`config.mk`:
```
export PLATFORM = sky130hd
export DESIGN_NAME = spi_phase_engine
export DESIGN_NICKNAME = d
export VERILOG_FILES = /design/src/rtl/spi_phase_engine.sv
export SDC_FILE = /design/constraint.sdc
export NUM_CORES = 2
export LEC_CHECK = 0
export BUFFER_PORTS_ARGS = -buffer_cell sky130_fd_sc_hd__buf_2
export CAP_MARGIN = 20
export CORE_ASPECT_RATIO = 0.8
export CORE_MARGIN = 8
export CORE_UTILIZATION = 45
export CTS_BUF_LIST = sky130_fd_sc_hd__clkbuf_8 sky130_fd_sc_hd__clkbuf_16
export DETAILED_ROUTE_END_ITERATION = 8
export GPL_TIMING_DRIVEN = 1
export PLACE_DENSITY = 0.66
export SLEW_MARGIN = 0
export SYNTH_ARGS = -nofsm -noshare
export SYNTH_HDL_FRONTEND = slang
export SYNTH_SLANG_ARGS = --single-unit
```
`constraint.sdc`:
```
create_clock -name clk -period 5.25 [get_ports clk]
set_input_delay 0.7875 -clock clk [delete_from_list [all_inputs] [get_ports clk]]
set_output_delay 0.7875 -clock clk [all_outputs]
set_load 0.005 [all_outputs]
```
`src/rtl/spi_phase_engine.sv`:
```
module spi_phase_engine (
  input  logic        clk,
  input  logic        rst_n,
  input  logic        wr_en,
  input  logic [4:0]  wr_addr,
  input  logic [31:0] wr_data,
  input  logic [4:0]  rd_addr,
  output logic [31:0] rd_data,
  output logic        done,
  output logic        cs_n,
  output logic        sclk,
  output logic [3:0]  dq_o,
  output logic [3:0]  dq_oe,
  input  logic [3:0]  dq_i
);
  localparam int WORDS = 16;
  localparam logic [4:0] A_CTRL = 5'h10, A_CMD = 5'h11, A_ADV = 5'h12, A_ALEN = 5'h13,
                         A_DUM = 5'h14, A_TX = 5'h15, A_RX = 5'h16, A_CLK = 5'h17;

  typedef enum logic [2:0] {S_IDLE, S_SETUP, S_CMD, S_ADDR, S_DUM, S_TX, S_RX, S_HOLD} st_t;

  st_t         st;
  logic        go, quad, su_en, ho_en;
  logic [15:0] cmd_v;
  logic [3:0]  cmd_l;
  logic        cmd_e, adr_e, dum_e, tx_e, rx_e, byp;
  logic [31:0] adr_v;
  logic [4:0]  adr_l;
  logic [7:0]  dum_l;
  logic [8:0]  tx_l, rx_l, bcnt, ptr, step;
  logic [3:0]  pre_m1, pcnt;
  logic [5:0]  n_m1, lo_m1, cnt;
  logic [31:0] mem [WORDS];

  function automatic logic [2:0] next_ph(input logic [2:0] s, input logic [7:0] e);
    logic [2:0] r;
    r = 3'd0;
    for (int i = 7; i >= 1; i--)
      if (3'(i) > s && e[i]) r = 3'(i);
    return r;
  endfunction

  function automatic logic [8:0] len_of(input logic [2:0] s);
    case (s)
      3'd2:    return {5'd0, cmd_l};
      3'd3:    return {4'd0, adr_l};
      3'd4:    return {1'b0, dum_l};
      3'd5:    return tx_l;
      3'd6:    return rx_l;
      default: return 9'd0;
    endcase
  endfunction

  logic [7:0]  en_run, en_go;
  logic [2:0]  ph_first, ph_next;
  logic        shifting, driving, tick, endp, samp, last, b1, start;
  logic [3:0]  nib;
  logic [18:0] cpad;
  logic [34:0] apad;
  logic [31:0] word;
  logic        unused_wr;

  assign en_run   = {ho_en, rx_e, tx_e, dum_e, adr_e, cmd_e, su_en, 1'b0};
  assign en_go    = {wr_data[3], rx_e, tx_e, dum_e, adr_e, cmd_e, wr_data[2], 1'b0};
  assign ph_first = next_ph(3'd0, en_go);
  assign ph_next  = next_ph(st, en_run);
  assign start    = wr_en && wr_addr == A_CTRL && wr_data[0];
  assign shifting = st inside {S_CMD, S_ADDR, S_DUM, S_TX, S_RX};
  assign driving  = st inside {S_CMD, S_ADDR, S_TX};
  assign step     = (quad && st != S_DUM) ? 9'd4 : 9'd1;
  assign last     = bcnt < step;
  assign tick     = pcnt == pre_m1;
  assign endp     = byp | (tick & (cnt == n_m1));
  assign samp     = byp | (tick & (cnt == lo_m1));
  assign cpad     = {cmd_v, 3'b0};
  assign apad     = {adr_v, 3'b0};
  assign word     = mem[ptr[8:5]];
  assign unused_wr = ^wr_data[30:20];

  always_comb begin
    b1  = 1'b0;
    nib = 4'd0;
    case (st)
      S_CMD:  begin b1 = cmd_v[bcnt[3:0]];  nib = cpad[bcnt[3:0] + 5'd3 -: 4]; end
      S_ADDR: begin b1 = adr_v[bcnt[4:0]];  nib = apad[{1'b0, bcnt[4:0]} + 6'd3 -: 4]; end
      S_TX:   begin b1 = word[~ptr[4:0]];   nib = word[~ptr[4:0] -: 4]; end
      default: ;
    endcase
  end

  assign cs_n  = st == S_IDLE;
  assign sclk  = shifting & (byp ? ~clk : (cnt > lo_m1));
  assign dq_o  = quad ? nib : {3'b0, b1};
  assign dq_oe = driving ? (quad ? 4'hF : 4'h1) : 4'h0;

  always_comb begin
    rd_data = 32'd0;
    if (!rd_addr[4]) rd_data = mem[rd_addr[3:0]];
    else case (rd_addr)
      A_CTRL: rd_data = {28'd0, ho_en, su_en, quad, go};
      A_CMD:  rd_data = {cmd_e, 11'd0, cmd_l, cmd_v};
      A_ADV:  rd_data = adr_v;
      A_ALEN: rd_data = {adr_e, 26'd0, adr_l};
      A_DUM:  rd_data = {dum_e, 23'd0, dum_l};
      A_TX:   rd_data = {tx_e, 22'd0, tx_l};
      A_RX:   rd_data = {rx_e, 22'd0, rx_l};
      A_CLK:  rd_data = {byp, 15'd0, lo_m1, n_m1, pre_m1};
      default: ;
    endcase
  end

  always_ff @(posedge clk or negedge rst_n) begin
    if (!rst_n) begin
      st <= S_IDLE; go <= 1'b0; done <= 1'b0;
      quad <= 1'b0; su_en <= 1'b0; ho_en <= 1'b0;
      cmd_v <= '0; cmd_l <= '0; cmd_e <= 1'b0;
      adr_v <= '0; adr_l <= '0; adr_e <= 1'b0;
      dum_l <= '0; dum_e <= 1'b0; tx_l <= '0; tx_e <= 1'b0; rx_l <= '0; rx_e <= 1'b0;
      pre_m1 <= 4'd0; n_m1 <= 6'd1; lo_m1 <= 6'd0; byp <= 1'b0;
      bcnt <= '0; ptr <= '0; pcnt <= '0; cnt <= '0;
      for (int w = 0; w < WORDS; w++) mem[w] <= '0;
    end else begin
      done <= 1'b0;
      if (st == S_IDLE) begin
        if (wr_en) begin
          if (!wr_addr[4]) mem[wr_addr[3:0]] <= wr_data;
          case (wr_addr)
            A_CTRL: begin quad <= wr_data[1]; su_en <= wr_data[2]; ho_en <= wr_data[3]; end
            A_CMD:  begin cmd_v <= wr_data[15:0]; cmd_l <= wr_data[19:16]; cmd_e <= wr_data[31]; end
            A_ADV:  adr_v <= wr_data;
            A_ALEN: begin adr_l <= wr_data[4:0]; adr_e <= wr_data[31]; end
            A_DUM:  begin dum_l <= wr_data[7:0]; dum_e <= wr_data[31]; end
            A_TX:   begin tx_l <= wr_data[8:0]; tx_e <= wr_data[31]; end
            A_RX:   begin rx_l <= wr_data[8:0]; rx_e <= wr_data[31]; end
            A_CLK:  begin pre_m1 <= wr_data[3:0]; n_m1 <= wr_data[9:4];
                          lo_m1 <= wr_data[15:10]; byp <= wr_data[31]; end
            default: ;
          endcase
        end
        if (start) begin
          pcnt <= '0; cnt <= '0; ptr <= '0;
          bcnt <= len_of(ph_first);
          if (ph_first == 3'd0) done <= 1'b1;
          else begin go <= 1'b1; st <= st_t'(ph_first); end
        end
      end else begin
        pcnt <= tick ? 4'd0 : pcnt + 4'd1;
        if (tick) cnt <= (cnt == n_m1) ? 6'd0 : cnt + 6'd1;
        if (samp && st == S_RX) begin
          if (quad) mem[ptr[8:5]][~ptr[4:0] -: 4] <= dq_i;
          else      mem[ptr[8:5]][~ptr[4:0]] <= dq_i[1];
        end
        if (endp) begin
          if (last) begin
            st   <= st_t'(ph_next);
            bcnt <= len_of(ph_next);
            ptr  <= '0;
            if (ph_next == 3'd0) begin go <= 1'b0; done <= 1'b1; end
          end else begin
            bcnt <= bcnt - step;
            ptr  <= ptr + step;
          end
        end
      end
    end
  end
endmodule

```
==> results.md <==
- Worst Max-Slew Pin Slew: 1.453 ns
- Post-DRT Antenna Nets: 0
- Met1 Wirelength: 87980 um
- IR drop worst, VDD: 0.5268 mV
- Post-synth EDFFs: 0
- Routed len/inst: 37.94 um
- CP Capture Type: output port
- CP max FO: 11
- Hold crit path type: in -> async
- Max stage delay on crit path: 0.52 ns
- Mapped cell area: 47720 um^2
- Final worst path period share: 99.29%
- Cell Area, Placed: 50310 um^2
- Post-synth net total: 5018
- Fin nets: 4927
- Max cap viols: 0
- Max-slew violations: 0
- Minimum clock period: 5.213 ns
- Total track usage: 39.45%
- Worst slew margin: 3.154%
- Setup TNS: 0 ns
- CTS tree: done
- Largest net degree at the start of global routing: 227
- Die Wd: 380.1 um
- # setup viols final: 0
- Failing checks: DRC
- Total gr overflow: 0
- Uppermost layer routed: met5
- Final WL: 240600 um
- Site Rows: 107
- Port Buffer Count: 91
- Leakage: 19.63 nW
- Outcome: complete, but fails checks
- IO Pins: 92
- Slowest cell on crit path: mux4_2
- Die Area: 116800 um^2
- Clock transition at path regs: 0.07 ns
- RePlAce Congestion: 1.088
- Buf/Inv on CP: 4
- Pre-antenna DRT Iters: 9
- Clock Skew: 0.04228 ns
- DRC: 4
- Synth top area cells: dfrtp_1 (34%), mux4_2 (14%), mux2_2 (7.6%), a21oi_1 (5.8%), o22a_1 (4.4%)
- Core region area: 105800 um^2
- Antenna violations before repair: 14
- Yosys reg bits: 653
- Cell repeated most along the worst path: buf_4
- Crit path required time: 4.46 ns
- Post-synth ARST share: 100.0%
- Synth unique cells: 85
- Layout cells sized above 1: 25.00%
- Power density cells: 512.7 nW/um^2
- Share of the synthesized area in the top cell type: 34.19%
- Vias per Instance: 7.849
- First-pass GRT wire length: 341700 um
- Final hold viol count: 0
- RSZ-0062 raised after global routing: false
- Area leader, netlist: dfrtp_1
- Startpoint Class: flip-flop
- Chip Height: 307.3 um
- Worst skew pair latency: 0.83 ns
- Number of global-route vias before repair: 46.26k
- Starting Density: 45.12%
- Synth warn: 0
- Delay-heaviest family, CP: compound AO/OA/AOI/OAI gates
- Final instance area: 53350 um^2
- Worst-path cell chain: buf_12 > buf_4 > mux4_2 > mux2i_1 > buf_4 > nand2_1 > a31o_1 > and3_1 > a211o_1 > o41ai_4 > a21oi_2 > buf_2
- Max frequency: 191.8 MHz
- DR WL met3: 43850 um
- Mapped Cells: 4949
- Final Util: 50.44%
- Drt initial violations: 9619
- Post-synthesis sequential area ratio: 34.25%
- Setup CP Type: reg -> out
- Routed wl met2: 89690 um
- Worst EP arrival: 4.43 ns
- Area delta synth->final: 11.80%
- Top FF cell, synth: dfrtp_1
- DP HPWL: 158400 um
- Vias: 49.78k
- Avg Inst Size Synth: 9.642 um^2
## state kept, by name (all words and copies together) (netlist names), 4 cells and up
register  flops
mem         512
adr_v        32
cmd_v        16
bcnt          9
ptr           9
rx_l          9
tx_l          9
dum_l         8
cnt           6
lo_m1         6
n_m1          6
adr_l         5
cmd_l         4
pcnt          4
pre_m1        4
## routing by layer
layer,global-route usage [%],vias to the layer above
met3,20.66,1108
li1,-,19220
met5,0.6168,-
met1,51.97,24480
met4,23.69,17
met2,50.43,4954
## worst paths after layout
| check | slack, ns | startpoint | endpoint | cells after the start |
|---|---|---|---|---|
| worst max-delay path | 0.04 | ptr[6]$_DFFE_PN0P_ | dq_o[2] | 12 |
| worst min-delay path | 0.06 | rst_n | mem[292]$_DFFE_PN0P_ | 1 |
| worst max register to register | 0.99 | ptr[0]$_DFFE_PN0P_ | mem[278]$_DFFE_PN0P_ | 15 |
| worst min register to register | 0.51 | mem[387]$_DFFE_PN0P_ | mem[387]$_DFFE_PN0P_ | 1 |
| max in group asynchronous | 3.86 | rst_n | ptr[5]$_DFFE_PN0P_ | 2 |
| min in group clk | 0.26 | wr_data[13] | lo_m1[3]$_DFFE_PN0P_ | 3 |
## logic make-up (layout without fill, tap and decap cells)
| logic type | after synthesis | count (layout) | synth area share [%] |
|---|---|---|---|
| other | 0 | 9 | 0 |
| buffers and inverters | 598 | 565 | 5.058 |
| adders and majority gates | 20 | 20 | 0.5244 |
| DFF | 653 | 653 | 34.25 |
| muxes | 719 | 719 | 23.86 |
| and+or+nand+nor | 857 | 857 | 7.646 |
| xor gates and xnor gates | 20 | 20 | 0.3828 |
| AOI/OAI and AO/OA | 2082 | 2082 | 28.28 |
## synth_stat cells (6+ instances only)
cell       instances
a22oi_1           77
inv_1             55
a32oi_1           21
o211ai_1          12
buf_2             73
a31oi_1          222
nor2b_1           24
o221ai_1         126
mux2i_1           95
a22o_1            14
xor2_1            11
dfrtp_1          652
o21a_1           123
a21oi_1          557
and3_1            12
nor3_1            34
xnor2_1            8
a221oi_1          11
buf_4              6
o22ai_1          212
o2111ai_1         14
nor2_1           398
nand4_1           12
mux2_2           322
clkbuf_1         420
and2_1             6
mux4_2           296
ha_1              20
nand3_1           45
o21ai_1           14
o31ai_1           14
a21oi_2           10
nand2_1          266
o21ai_0          336
nand2b_1          15
o22a_1           241
or2_2              8
a211oi_1          12
buf_1             36
a222oi_1          13
o32ai_1            8
## cell usage in the layout, fill, tap and decap left out, drive strengths merged, types with 9 or more instances in the layout
| cell | n |
|---|---|
| diode | 9 |
| o211ai | 12 |
| o221ai | 126 |
| clkbuf | 97 |
| a22oi | 77 |
| nor2b | 24 |
| nor2 | 398 |
| nand2 | 267 |
| a21oi | 567 |
| nand4 | 12 |
| nand3 | 45 |
| o21a | 123 |
| o32ai | 9 |
| o31ai | 15 |
| inv | 77 |
| and3 | 12 |
| dfrtp | 652 |
| xnor2 | 9 |
| mux2 | 323 |
| o21ai | 350 |
| o22a | 241 |
| o22ai | 212 |
| a32oi | 21 |
| mux4 | 301 |
| nand2b | 15 |
| nor3 | 35 |
| mux2i | 95 |
| a22o | 14 |
| a31oi | 222 |
| a211oi | 12 |
| buf | 370 |
| and2 | 10 |
| clkinv | 15 |
| xor2 | 11 |
| a222oi | 13 |
| ha | 20 |
| a221oi | 11 |
| o2111ai | 14 |
## stage by stage
step	cells	worst slack, ns	hold WS, ns	power [W]
after floorplan	4949	1.460	0.4617	0.01617
after global placement	6172	0.5758	0.4921	0.02047
after detailed placement	6174	0.5277	0.4975	0.02070
after CTS	6320	0.005744	0.09373	0.02644
after global routing	6333	0.01551	0.1250	0.02819
final	6342	0.03724	0.06152	0.02735
## timing repair
| item | 4_1_cts | 5_1_grt |
|---|---|---|
| pin swaps | 0 | 0 |
| resized for setup | 2 | 17 |
| setup endpoints to repair | 4 | 4 |
| buffers inserted | 9 | 8 |
| hold buffers | 0 | 0 |
| gates cloned | 0 | 0 |
## final cells by class
type,count,area (um^2)
clock buffers,98,2218
clock inverters,40,424.2
well taps,1417,1773
fillers,9550,52420
diodes,9,22.52
repair buffers,369,2934
multi-input cells,3698,29390
flip-flops and latches,653,16360
inverters,58,225.2
## where the power goes
part	leakage (nW)	internal [W]	switching, W
Combinational	9.89	0.00479	0.00782
Clock	1.37	0.00329	0.00249
Sequential	8.37	0.00674	0.00221
(Power assumes the default switching activity.)
